==> config.mk <==
export PLATFORM = sky130hd
export DESIGN_NAME = cyc_det
export DESIGN_NICKNAME = d
export VERILOG_FILES = /design/src/rtl/cyc_det_pkg.sv /design/src/rtl/cyc_det_ctrl.sv /design/src/rtl/cyc_det_dp.sv /design/src/rtl/cyc_det.sv
export SDC_FILE = /design/constraint.sdc
export NUM_CORES = 1
export LEC_CHECK = 0
export ABC_CLOCK_PERIOD_IN_PS = 1500
export CORE_MARGIN = 4
export CORE_UTILIZATION = 35
export DETAILED_ROUTE_END_ITERATION = 10
export GPL_TIMING_DRIVEN = 0
export PLACE_DENSITY = 0.59
export SYNTH_ARGS = -nofsm -noshare
export SYNTH_HDL_FRONTEND = slang
export SYNTH_SLANG_ARGS = --single-unit
==> constraint.sdc <==
create_clock -name clk -period 1.5 [get_ports clk]
set_input_delay 0.3 -clock clk [delete_from_list [all_inputs] [get_ports clk]]
set_output_delay 0.3 -clock clk [all_outputs]
set_load 0.05 [all_outputs]
==> src/rtl/cyc_det_pkg.sv <==
package cyc_det_pkg;

  // Strobes from sequencing control to the datapath, valid for one cycle.
  typedef struct packed {
    logic take;   // a bit is accepted this cycle
    logic first;  // accepted bit is the first of a codeword
    logic bufEn;  // accepted bit belongs to the information part
    logic last;   // accepted bit completes the codeword
  } ctlStrobes_t;

endpackage

==> src/rtl/cyc_det_ctrl.sv <==
module cyc_det_ctrl
  import cyc_det_pkg::*;
#(
  parameter int N = 15,
  parameter int K = 11
) (
  input  logic        clk,
  input  logic        rstN,
  input  logic        bitValid,
  output ctlStrobes_t ctl
);

  localparam int CW = $clog2(N);
  localparam logic [CW-1:0] LAST_POS = CW'(N - 1);
  localparam logic [CW-1:0] INFO_END = CW'(K);

  logic [CW-1:0] bitPos;

  always_ff @(posedge clk) begin
    if (!rstN) begin
      bitPos <= '0;
    end else if (bitValid) begin
      bitPos <= (bitPos == LAST_POS) ? '0 : bitPos + 1'b1;
    end
  end

  always_comb begin
    ctl.take  = bitValid;
    ctl.first = bitValid && (bitPos == '0);
    ctl.bufEn = bitValid && (bitPos < INFO_END);
    ctl.last  = bitValid && (bitPos == LAST_POS);
  end

  // the bit position never leaves the codeword range
  p_pos_bound_r2: assert property (@(posedge clk) disable iff (!rstN)
    bitPos <= LAST_POS);

  // idle cycles leave the bit position untouched
  p_idle_freeze_r2: assert property (@(posedge clk) disable iff (!rstN)
    !bitValid |=> $stable(bitPos));

  // after a completed word the next accepted bit starts a new one
  p_wrap_after_last_r8: assert property (@(posedge clk) disable iff (!rstN)
    ctl.last |=> (bitPos == '0));

endmodule

==> src/rtl/cyc_det_dp.sv <==
module cyc_det_dp
  import cyc_det_pkg::*;
#(
  parameter int K = 11,
  parameter int R = 4,
  parameter logic [R-1:0] POLY = 4'h3
) (
  input  logic         clk,
  input  logic         rstN,
  input  logic         bitIn,
  input  ctlStrobes_t  ctl,
  output logic [K-1:0] dataOut,
  output logic         wordValid,
  output logic         errFlag
);

  logic [R-1:0] remReg;
  logic [R-1:0] remBase;
  logic [R-1:0] remNext;
  logic         feedBack;
  logic [K-1:0] infoBuf;

  // Division register seeded from zero on the first bit of each word.
  assign remBase  = ctl.first ? '0 : remReg;
  assign feedBack = remBase[R-1];

  for (genvar g = 0; g < R; g++) begin : g_cell
    if (g == 0) begin : g_head
      assign remNext[g] = bitIn ^ (feedBack & POLY[g]);
    end else begin : g_tail
      assign remNext[g] = remBase[g-1] ^ (feedBack & POLY[g]);
    end
  end

  always_ff @(posedge clk) begin
    if (!rstN) begin
      remReg    <= '0;
      infoBuf   <= '0;
      dataOut   <= '0;
      wordValid <= 1'b0;
      errFlag   <= 1'b0;
    end else begin
      if (ctl.take) begin
        remReg <= remNext;
      end
      if (ctl.bufEn) begin
        infoBuf <= {infoBuf[K-2:0], bitIn};
      end
      wordValid <= ctl.last;
      if (ctl.last) begin
        dataOut <= infoBuf;
        errFlag <= |remNext;
      end
    end
  end

  // the word-valid pulse lasts a single cycle
  p_single_pulse_r5: assert property (@(posedge clk) disable iff (!rstN)
    wordValid |=> !wordValid);

  // results are held between completed words
  p_out_hold_r9: assert property (@(posedge clk) disable iff (!rstN)
    !ctl.last |=> ($stable(dataOut) && $stable(errFlag)));

  // check-part bits leave the information buffer untouched
  p_buf_frozen_r4: assert property (@(posedge clk) disable iff (!rstN)
    (ctl.take && !ctl.bufEn) |=> $stable(infoBuf));

  // without an accepted bit the remainder does not move
  p_rem_idle_r2: assert property (@(posedge clk) disable iff (!rstN)
    !ctl.take |=> $stable(remReg));

endmodule

==> src/rtl/cyc_det.sv <==
module cyc_det
  import cyc_det_pkg::*;
#(
  parameter int N    = 15,
  parameter int K    = 11,
  parameter int POLY = 3
) (
  input  logic         clk,
  input  logic         rstN,
  input  logic         bitIn,
  input  logic         bitValid,
  output logic [K-1:0] dataOut,
  output logic         wordValid,
  output logic         errFlag
);

  localparam int R = N - K;
  localparam logic [R-1:0] POLY_TAPS = R'(POLY);

  ctlStrobes_t ctl;

  cyc_det_ctrl #(.N(N), .K(K)) u_ctrl (
    .clk      (clk),
    .rstN     (rstN),
    .bitValid (bitValid),
    .ctl      (ctl)
  );

  cyc_det_dp #(.K(K), .R(R), .POLY(POLY_TAPS)) u_dp (
    .clk       (clk),
    .rstN      (rstN),
    .bitIn     (bitIn),
    .ctl       (ctl),
    .dataOut   (dataOut),
    .wordValid (wordValid),
    .errFlag   (errFlag)
  );

endmodule

## Word level (Yosys, flattened, before mapping)

Index checks and enable logic that the tools add are counted.

- Flip-flop bits (word level): 32
- Input port bits: 4
- Output and inout bits: 13
- Logic and storage cells: 18

- $add $sub $neg: 1
- Order comparisons: 1
- Equality and inequality tests: 1
- Mux-type cells: 2
- Bitwise operators: 2
- Reductions and logical operators: 5

Operator list:

| cell | number |
|---|---|
| $mux 4 | 2 |
| $add 4x1->4 const B | 1 |
| $eq 4x4->1 const B | 1 |
| $logic_not 4->1 | 1 |
| $lt 4x4->1 const B | 1 |
| $reduce_or 4->1 | 1 |
| $logic_and 1x1->1 | 3 |
| $xor 1x1->1 | 2 |

## Logic depth before layout (Yosys ltp)

Gate-level depths: netlist (run 1).

- Depth after elaboration: 5
- Mapped depth: 5
- Mapped depth without buffers: 3

## Modules after synthesis

A second synthesis (run 1) with hierarchy kept.

- Cell total of the unflattened synthesis: 132
- Area, all modules: 1371.3 µm²

Modules (own cells, without submodules):

| module | instances | cells each | area each (µm²) | seq. area each (µm²) |
|---|---|---|---|---|
| cyc_det_dp | 1 | 102 | 1106.1 | 560.5 |
| cyc_det_ctrl | 1 | 30 | 265.3 | 80.1 |

## Worst setup path after synthesis (run 1)

Ideal clock, no wire load.

- Kind: register to register
- From: register u_ctrl.bitPos[3]
- To: register u_dp.errFlag
- Setup time: 0.061 ns
- Arrival time: 1.313 ns
- Data required time: 1.439 ns
- Path slack: 0.127 ns
- Cell stages (with the launch flop): 5
- Path buffers: 1
- Period minus slack after synthesis: 1.373 ns
- Cells stage by stage: dfxtp_1 buf_6 or4_4 a211oi_2 o221a_1

- Word-level cells in the longest chain between the ends: 5
- Elaborated cells between the ends (all ways): 8
- Those cells by class: eq/ne: 1; mux: 1; bitwise: 2; reduce/logical: 4

RTL lines:

| item | RTL line | RTL |
|---|---|---|
| from (decl) | cyc_det_ctrl.sv:17 | `logic [CW-1:0] bitPos;` |
| from (signal assigned) | cyc_det_ctrl.sv:23 | `bitPos <= (bitPos == LAST_POS) ? '0 : bitPos + 1'b1;` |
| $logic_not 4->1 | cyc_det_ctrl.sv:29 | `ctl.first = bitValid && (bitPos == '0);` |
| $logic_and 1x1->1 | cyc_det_ctrl.sv:29 |  |
| $mux 4 | cyc_det_dp.sv:24 | `assign remBase = ctl.first ? '0 : remReg;` |
| $xor 1x1->1 (on tied branches) | cyc_det_dp.sv:29, cyc_det_dp.sv:31 |  |
| $reduce_or 4->1 | cyc_det_dp.sv:52 | `errFlag <= \|remNext;` |
| to (signal assigned) | cyc_det_dp.sv:52 |  |
| to (decl) | cyc_det_dp.sv:14 | `output logic errFlag` |

Several ways; a longest one is shown, not always the timed one.
A chain may end at the register's enable or synchronous reset.

## Worst setup path after layout (run 1)

- From: input port bitValid
- To: register u_dp.errFlag

- Word-level cells in the longest chain between the ends: 4
- Elaborated cells between the ends (all ways): 6
- Those cells by class: mux: 1; bitwise: 2; reduce/logical: 3

RTL lines:

| item | RTL line | RTL |
|---|---|---|
| from (decl) | cyc_det.sv:11 | `input logic bitValid,` |
| $logic_and 1x1->1 | cyc_det_ctrl.sv:29 |  |
| $mux 4 | cyc_det_dp.sv:24 |  |
| $xor 1x1->1 (on tied branches) | cyc_det_dp.sv:29, cyc_det_dp.sv:31 |  |
| $reduce_or 4->1 | cyc_det_dp.sv:52 |  |

Several ways; a longest one is shown, not always the timed one.

==> results of run 1 <==
-- routing by layer --
metal / part of all wire (%) / wire length, microns
met1: 47 / 1290
met4: 1.6 / 43
met2: 48 / 1310
met3: 4.2 / 115
met5: 0 / 0
-- worst register-to-register path, cell delays in order (launching register included) --
cell and delay (ps):
sky130_fd_sc_hd__dfxtp_2 370, sky130_fd_sc_hd__or4_4 580, sky130_fd_sc_hd__a211oi_2 240, sky130_fd_sc_hd__o221a_1 200
-- sequential cells by signal, summed over array words and instances, names as in the netlist --
register / count
u_ctrl.bitPos: 4
u_dp.dataOut: 11
u_dp.errFlag: 1
u_dp.infoBuf: 11
u_dp.remReg: 4
u_dp.wordValid: 1
-- per-stage QoR --
stage                     instance area (sq um)  setup TNS [ps]
final                                      1610               0
after global routing                       1610               0
after CTS                                  1620               0
after detailed placement                   1510           -6910
after global placement                     1510           -7020
after floorplan                            1290               0
-- final cells by class --
| class | count | area [sq um] | area share [%] |
|---|---|---|---|
| Timing Repair Buffer | 18 | 160 | 9.93 |
| Inverter | 4 | 15.0 | 0.931 |
| Clock buffer | 5 | 68.8 | 4.27 |
| Multi-Input combinational cell | 97 | 581 | 36.0 |
| Tap cell | 46 | 57.6 | 3.57 |
| Clock inverter | 3 | 42.5 | 2.64 |
| Sequential cell | 32 | 642 | 39.8 |
| Buffer | 8 | 46.3 | 2.87 |
-- power groups by stage --
stage / Combinational (uW) / Clock (uW) / Sequential [uW]
3_3_place_gp: 120 / 0 / 888
6_report: 115 / 821 / 874
4_1_cts: 121 / 839 / 869
5_1_grt: 128 / 885 / 877
3_5_place_dp: 121 / 0 / 888
2_1_floorplan: 85.6 / 0 / 886
-- worst max path at each step --
| stage | startpoint | end | slack [ps] | cells after the start |
|---|---|---|---|---|
| 4_1_cts | u_ctrl.bitPos[3] | u_dp.errFlag | 20 | 4 |
| 2_1_floorplan | u_ctrl.bitPos[3] | u_dp.errFlag | 130 | 4 |
| 3_5_place_dp | bitValid | u_dp.errFlag | -360 | 4 |
| 5_1_grt | u_dp.dataOut[9] | dataOut[9] | 6 | 1 |
| 6_report | bitValid | u_dp.errFlag | 40 | 4 |
| 3_3_place_gp | bitValid | u_dp.errFlag | -410 | 4 |
-- timing repair --
item                                    CTS  global route
endpoints found under the setup margin   17            23
hold endpoints to repair                  0             0
gates resized for setup                  13             7
pin swaps                                 1             3
buffers inserted                          2             0
-- logic make-up after synthesis --
logic type,Yosys count,share of synthesized area (%)
AO/OA/AOI/OAI,37,15.8
XOR/XNOR,3,2.03
buffers and inverters,16,5.70
flip-flops,32,49.5
multiplexers,12,9.28
AND/OR/NAND/NOR,45,17.7
-- cell usage in the layout, fill, tap and decap left out, drive strengths merged --
cell,count
clkdlybuf4s50,3
nand3,15
and4,1
clkinvlp,1
xnor2,1
nor3,3
or3,1
xor2,2
mux2i,12
nor2,2
a211oi,1
and4b,1
clkinv,1
nand4,1
clkbuf,10
dfxtp,32
nand4b,1
nand2,16
o211ai,1
a21oi,19
o21ai,14
and3,1
o221a,1
o41ai,1
inv,4
clkdlybuf4s15,1
nor2b,1
or4,2
dlygate4sd2,12
bufinv,1
buf,5
==> metrics list, run 1 <==
* Status: finished, final reports clean
- Final Routed Wirelength: 2760 microns
- Global routing consumed, over all layers together, 13.6% of the routing resources.
* Clock Pin Slew Worst Setup and Hold Paths: 70 ps
- Derived from the worst setup path, the maximum achievable clock frequency is 686 MHz.
- OpenSTA, run right after detailed placement, puts the worst setup slack at -358 ps.
- The final-report hold violation count is 0.
- For this design the static power due to leakage is 0.000652 uW.
* Start point of the worst hold path: u_dp.infoBuf[10]
- Wire length per cell after detailed routing: 12.9 microns
- Clock Root Buffer: sky130_fd_sc_hd__clkbuf_8
- Grt ovf: 0
- Sequential fraction of design power: 48.3%
* Antenna diodes: 0
* FF-to-FF setup slack: 70 ps
* Portion of total power attributed to the clock network: 45.4%
- Global routing consumed, on the met3 layer, 5.35% of the routing resources.
- In the global route stage, met2 resource usage came out at 21.6%.
- Share of async-settable or async-resettable flops after synthesis: 0%
* Power per standard cell area: 1120 nW/um^2
- Share of the clock period used by the worst path: 97.2%
- Fraction of layout instances using a drive strength above 1: 12.6%
- Sequential-to-total area share from yosys stat: 49.5%
- Entering global routing, the biggest net connects 12 pins.
- Max transition margin: 66.7%
* Flop and latch count out of synthesis: 32
- Setup violations remaining at the end of the flow were counted as 0.
- The number of placed instances, taps included, is 207.
* Pre-antenna DRT Iters: 4
- The filler cells instantiated in the layout total 359.
- Counting every net in the synthesized netlist gives 149.
* Req. time, crit path: 1670 ps
- STA classifies the critical path endpoint as a register.
- Internal: 1400 uW
* Effective utilization at floorplan: 37.6%
* Synthesized area per cell: 8.93 sq um
- The number of antenna violations at the first check in global routing was 0.
* CTS max path bufs: 2
* Setup crit start kind: input pin
* Number of max-slew violations in the final report: 0
- After layout, the minimum clock period comes to 1460 ps.
* Horizontal extent of the die: 68.8 microns
* Gate Count Post-Synth: 145
* Vias in the first global route: 1018
- The detail route stage leaves a number of antenna-violating nets equal to 0.
- Walking the worst path, the cells encountered are clkdlybuf4s50_1 > nand4_1 > or4_1 > o221a_1.
* Crit path largest cell delay: 530 ps
- Cell area after synthesis: 1290 sq um
- For met1 alone, demand over resource in global routing was 15.8%.
- Cell depth of the worst hold path: 2
- Clock sink count: 32
- Post-synthesis cell type count: 29
* Yosys top cell area share: 49.5%
- TritonCTS built the clock tree.
* Worst path top cell family by delay: simple AND/OR/NAND/NOR gates
- Number of warnings reported in the yosys synthesis log: 0
- The floorplan has 21 rows.
* Path class of the lowest-slack min-delay path: reg -> reg
- Non-filler cells in the finished layout: 213
- Peak ir drop on the vdd network: 0.000579 V
- Setup repair after global routing left no endpoint under its margin.
* Worst Hold Margin: 467 ps
- In this run the count of I/O pins placed on the die edge is 17.
- The synthesized design spends more area on one cell type than any other, namely sky130_fd_sc_hd__dfxtp_1.
- Number of nets in the layout: 170
- Slowest cell on the critical path: sky130_fd_sc_hd__clkdlybuf4s50_1
- Flip-flop cell with the highest count after synthesis: sky130_fd_sc_hd__dfxtp_1
- Compared with the post-synthesis result, the final layout area differs by 24.5%.
- The first global-routing pass estimated 4630 microns of wire.
* Worst skew pair latency: 290 ps
- Worst Hold Endpoint: u_dp.infoBuf[10]
* Worst Path Arrival: 1630 ps
- Summed over all nets, the switching power comes to 415 uW.
* Die Span Y: 68.8 microns
* Count of H-tree levels built during CTS: 2
- Across the routed clock network, the largest skew measured is 7.05 ps.
- Count leader, synth: sky130_fd_sc_hd__dfxtp_1
- Total clock buffers created by CTS: 5
- Placed wire-length estimate: 1960 microns
* Switching fraction of total power: 22.9%
- The number of buffers and inverters on the critical path is 1.
* Via-to-Cell Ratio: 5.06
* Post-detailed-route DRC marker count: 0
- After layout, the worst setup slack is 42.6 ps.
- The layer flagged by global routing as most heavily used is met2.
* Tot Pwr: 1810 uW
- Counting cells, the worst reg-to-reg path comes to 3.
- Max capacitance violation total: 0
- For this block, the via count after detailed routing is 1078.
- The worst register-to-register path ends at u_dp.errFlag.
- PortBufs: 16
- The die covers 4740 sq um.
- Hold repair after CTS inserted 0 buffers.
- Once layout is complete, the utilization of the core stands at 46.9%.
- Worst-path maximum fanout: 5
- The detailed router finished its first iteration with 44 violations.
- By area the synthesized netlist is led by sky130_fd_sc_hd__dfxtp_1 49%, sky130_fd_sc_hd__mux2i_1 9.3%, sky130_fd_sc_hd__a21oi_1 7.3%, sky130_fd_sc_hd__nand3_1 5.8%, sky130_fd_sc_hd__o21ai_0 5.0%.
- The congestion estimate from routability-driven global placement came to 0.743.
- Std-Cell Core Area: 3440 sq um
- Transition time at the pin with the least slew margin: 501 ps
- The critical path in this run is classified as in -> reg.
* Critical register-to-register path startpoint: u_ctrl.bitPos[2]
- Logic pwr share: 6.3%
- The commonest cells after synthesis are 32 x sky130_fd_sc_hd__dfxtp_1, 19 x sky130_fd_sc_hd__a21oi_1, 16 x sky130_fd_sc_hd__nand2_1, 15 x sky130_fd_sc_hd__nand3_1, 13 x sky130_fd_sc_hd__o21ai_0.
- Counting flops with a built-in enable in the synthesized netlist gives 0.
(Power assumes the default switching activity.)
==> run 2, diff against run 1 <==
- MAX_ROUTING_LAYER: unset -> met4
==> run 2 against run 1 <==
First-iteration DRC count unchanged. Cell count unchanged. Critical endpoint unchanged. Utilization unchanged. Global-route usage increased by 0.38 points. Flip-flop and latch count unchanged. Register-to-register slack about the same. Routed wire length unchanged. Hold slack unchanged. Non-clock buffer count unchanged. Largest cell class unchanged.
==> metrics list, run 2 (synthesis results as in run 1) <==
* Grt ovf: 0
- Pin placement for this block handled 17 I/O pins.
- Routability congestion estimate: 0.752
* Most common cell after layout, fill and taps aside: sky130_fd_sc_hd__dfxtp_1
* Antenna diodes: 0
- The number of max-slew violations in the final report was 0.
- Die Span Y: 68.8 microns
- In this run the power density over the cells is 1120 nW/um^2.
* Logic pwr share: 6.3%
* Final Routed Wirelength: 2760 microns
- The via count of the first global-routing pass came to 1019.
* Highest-count cells in the layout ignoring fill and taps: 31 x sky130_fd_sc_hd__dfxtp_1, 19 x sky130_fd_sc_hd__a21oi_1, 16 x sky130_fd_sc_hd__nand2_1
- Max-cap violations in this run came to 0.
- Placed wire-length estimate: 1960 microns
- The run finished with clean final reports.
- Depth of the most critical reg-to-reg path: 3
- Post-layout minimum cycle time: 1460 ps
- Req. time, crit path: 1670 ps
- Summing all multi-input logic gate instances after layout gives 581 sq um.
- Total number of placement rows: 21
* Remaining antenna violation count after routing: 0
- PortBufs: 16
* Kind of end point of the critical path: register
- Internal: 1400 uW
* Non-filler cells in the finished layout: 213
* Unrepaired setup endpoints after global routing: false
* Leakage power: 0.000652 uW
- Final worst setup slack: 42.7 ps
* Drt initial violations: 44
- The routed layout has 1078 vias.
- Clock Pin Slew Worst Setup and Hold Paths: 70 ps
- Cell depth of the worst hold path: 2
- Pre-CTS setup slack: -358 ps
- After routing the design area is 1610 sq um.
- Worst Hold Margin: 467 ps
- The H-tree was split into 2 levels.
- Wire length of the first global-routing pass: 4620 microns
* Post-detailed-route DRC marker count: 0
- Maximum achievable frequency: 686 MHz
- Worst-path maximum fanout: 5
* Synthesis-to-finish area growth: 24.5%
- The worst pin sits at a relative slew slack of 66.7%.
* Transition time at the pin with the least slew margin: 501 ps
- Across all register-to-register paths, the minimum setup slack is 70 ps.
- Clock sink count: 32
- Die outline area: 4740 sq um
- Wire length per cell after detailed routing: 12.9 microns
- The cell sitting at the root of the clock tree is a sky130_fd_sc_hd__clkbuf_8.
- Kind of critical path: in -> reg
- Fraction of layout instances using a drive strength above 1: 12.6%
* Number of nets in the layout: 170
- Sequential cells account for 48.3% of the total power.
- At the worst endpoint, the arrival time is 1630 ps.
- Global routing used 13.9% of the available tracks.
* Cell total after placement: 207
- Summing all placed instances gives a cell area of 1510 sq um.
* Share of the clock period used by the worst path: 97.2%
- Pre-antenna DRT Iters: 4
- Fill cells in the final layout number 359.
- Std-Cell Core Area: 3440 sq um
- TritonCTS built the clock tree.
- Switching fraction of total power: 22.9%
* Peak ir drop on the vdd network: 0.000579 V
- The final-report hold violation count is 0.
- Number of antenna violations at the first check in global routing: 0
- Path class of the lowest-slack min-delay path: reg -> reg
- The longest clock path from root to sink contains 2 buffers.
- Buffers inserted during clock tree synthesis total 5.
- In this run the horizontal extent of the chip is 68.8 microns.
- After detailed routing, the number of vias per cell comes to 5.06.
- Effective utilization at floorplan: 37.6%
- Across the whole layout, storage elements account for 642 sq um.
* Portion of total power attributed to the clock network: 45.4%
* Switch Pwr: 415 uW
- Setup violation total in the final timing report: 0
* Largest net degree at the start of global routing: 12
* Worst setup skew after layout: 7.05 ps
- After clock tree synthesis, the flow added hold-fix buffers numbering 0.
- The worst setup path is launched from an input pin.
* Top flop regs: u_dp.dataOut: 11 flops, u_dp.infoBuf: 11 flops
* Worst skew pair latency: 290 ps
-- run 2: cell counts in the layout (fill, tap and decap cells not counted) --
No cell type changed its count.
-- run 2: layout make-up --
type	count	area share (%)
clock buffers	5	4.27
flip-flops and latches	32	39.8
multi-input cells	97	36.0
well taps	46	3.57
plain buffers	8	2.87
clock inverters	3	2.64
inverters	4	0.931
repair buffers	18	9.93
-- run 2: final timing paths --
check / startpoint / end
worst max-delay path: bitValid / u_dp.errFlag
worst min-delay path: u_dp.infoBuf[10] / u_dp.infoBuf[10]
worst max register to register: u_ctrl.bitPos[2] / u_dp.errFlag
worst min register to register: u_dp.infoBuf[10] / u_dp.infoBuf[10]
-- run 2: layer usage --
layer	vias to the layer above	wire length, microns	track usage [%]
met5	-	0	-
met4	0	44	6.57
met3	4	114	5.35
met2	14	1310	21.6
met1	504	1290	15.8
li1	556	-	-
-- run 2: worst max-delay path, cell delays in order --
cell                              delay, ps
sky130_fd_sc_hd__clkdlybuf4s50_1        530
sky130_fd_sc_hd__nand4_1                130
sky130_fd_sc_hd__or4_1                  430
sky130_fd_sc_hd__o221a_1                240
-- run 2: power by group through the flow --
stage	Combinational, uW	Sequential, uW	Clock, uW
6_report	115	874	821
5_1_grt	128	877	885
4_1_cts	121	869	839
3_5_place_dp	121	888	0
3_3_place_gp	120	888	0
2_1_floorplan	85.6	886	0
-- run 2: through the flow --
step / utilization (%) / total power, uW / TNS (ps)
after global routing: 46.9 / 1890 / 0
after global placement: 43.9 / 1010 / -7020
final: 46.9 / 1810 / 0
after detailed placement: 43.9 / 1010 / -6910
after CTS: 47.0 / 1830 / 0
after floorplan: - / 972 / 0
-- run 2: timing repair --
item	4_1_cts	5_1_grt
setup buffers	2	0
cloned	0	0
endpoints found under the setup margin	17	23
pin swaps	1	3
endpoints found under the hold margin	0	0
gates resized for setup	13	7
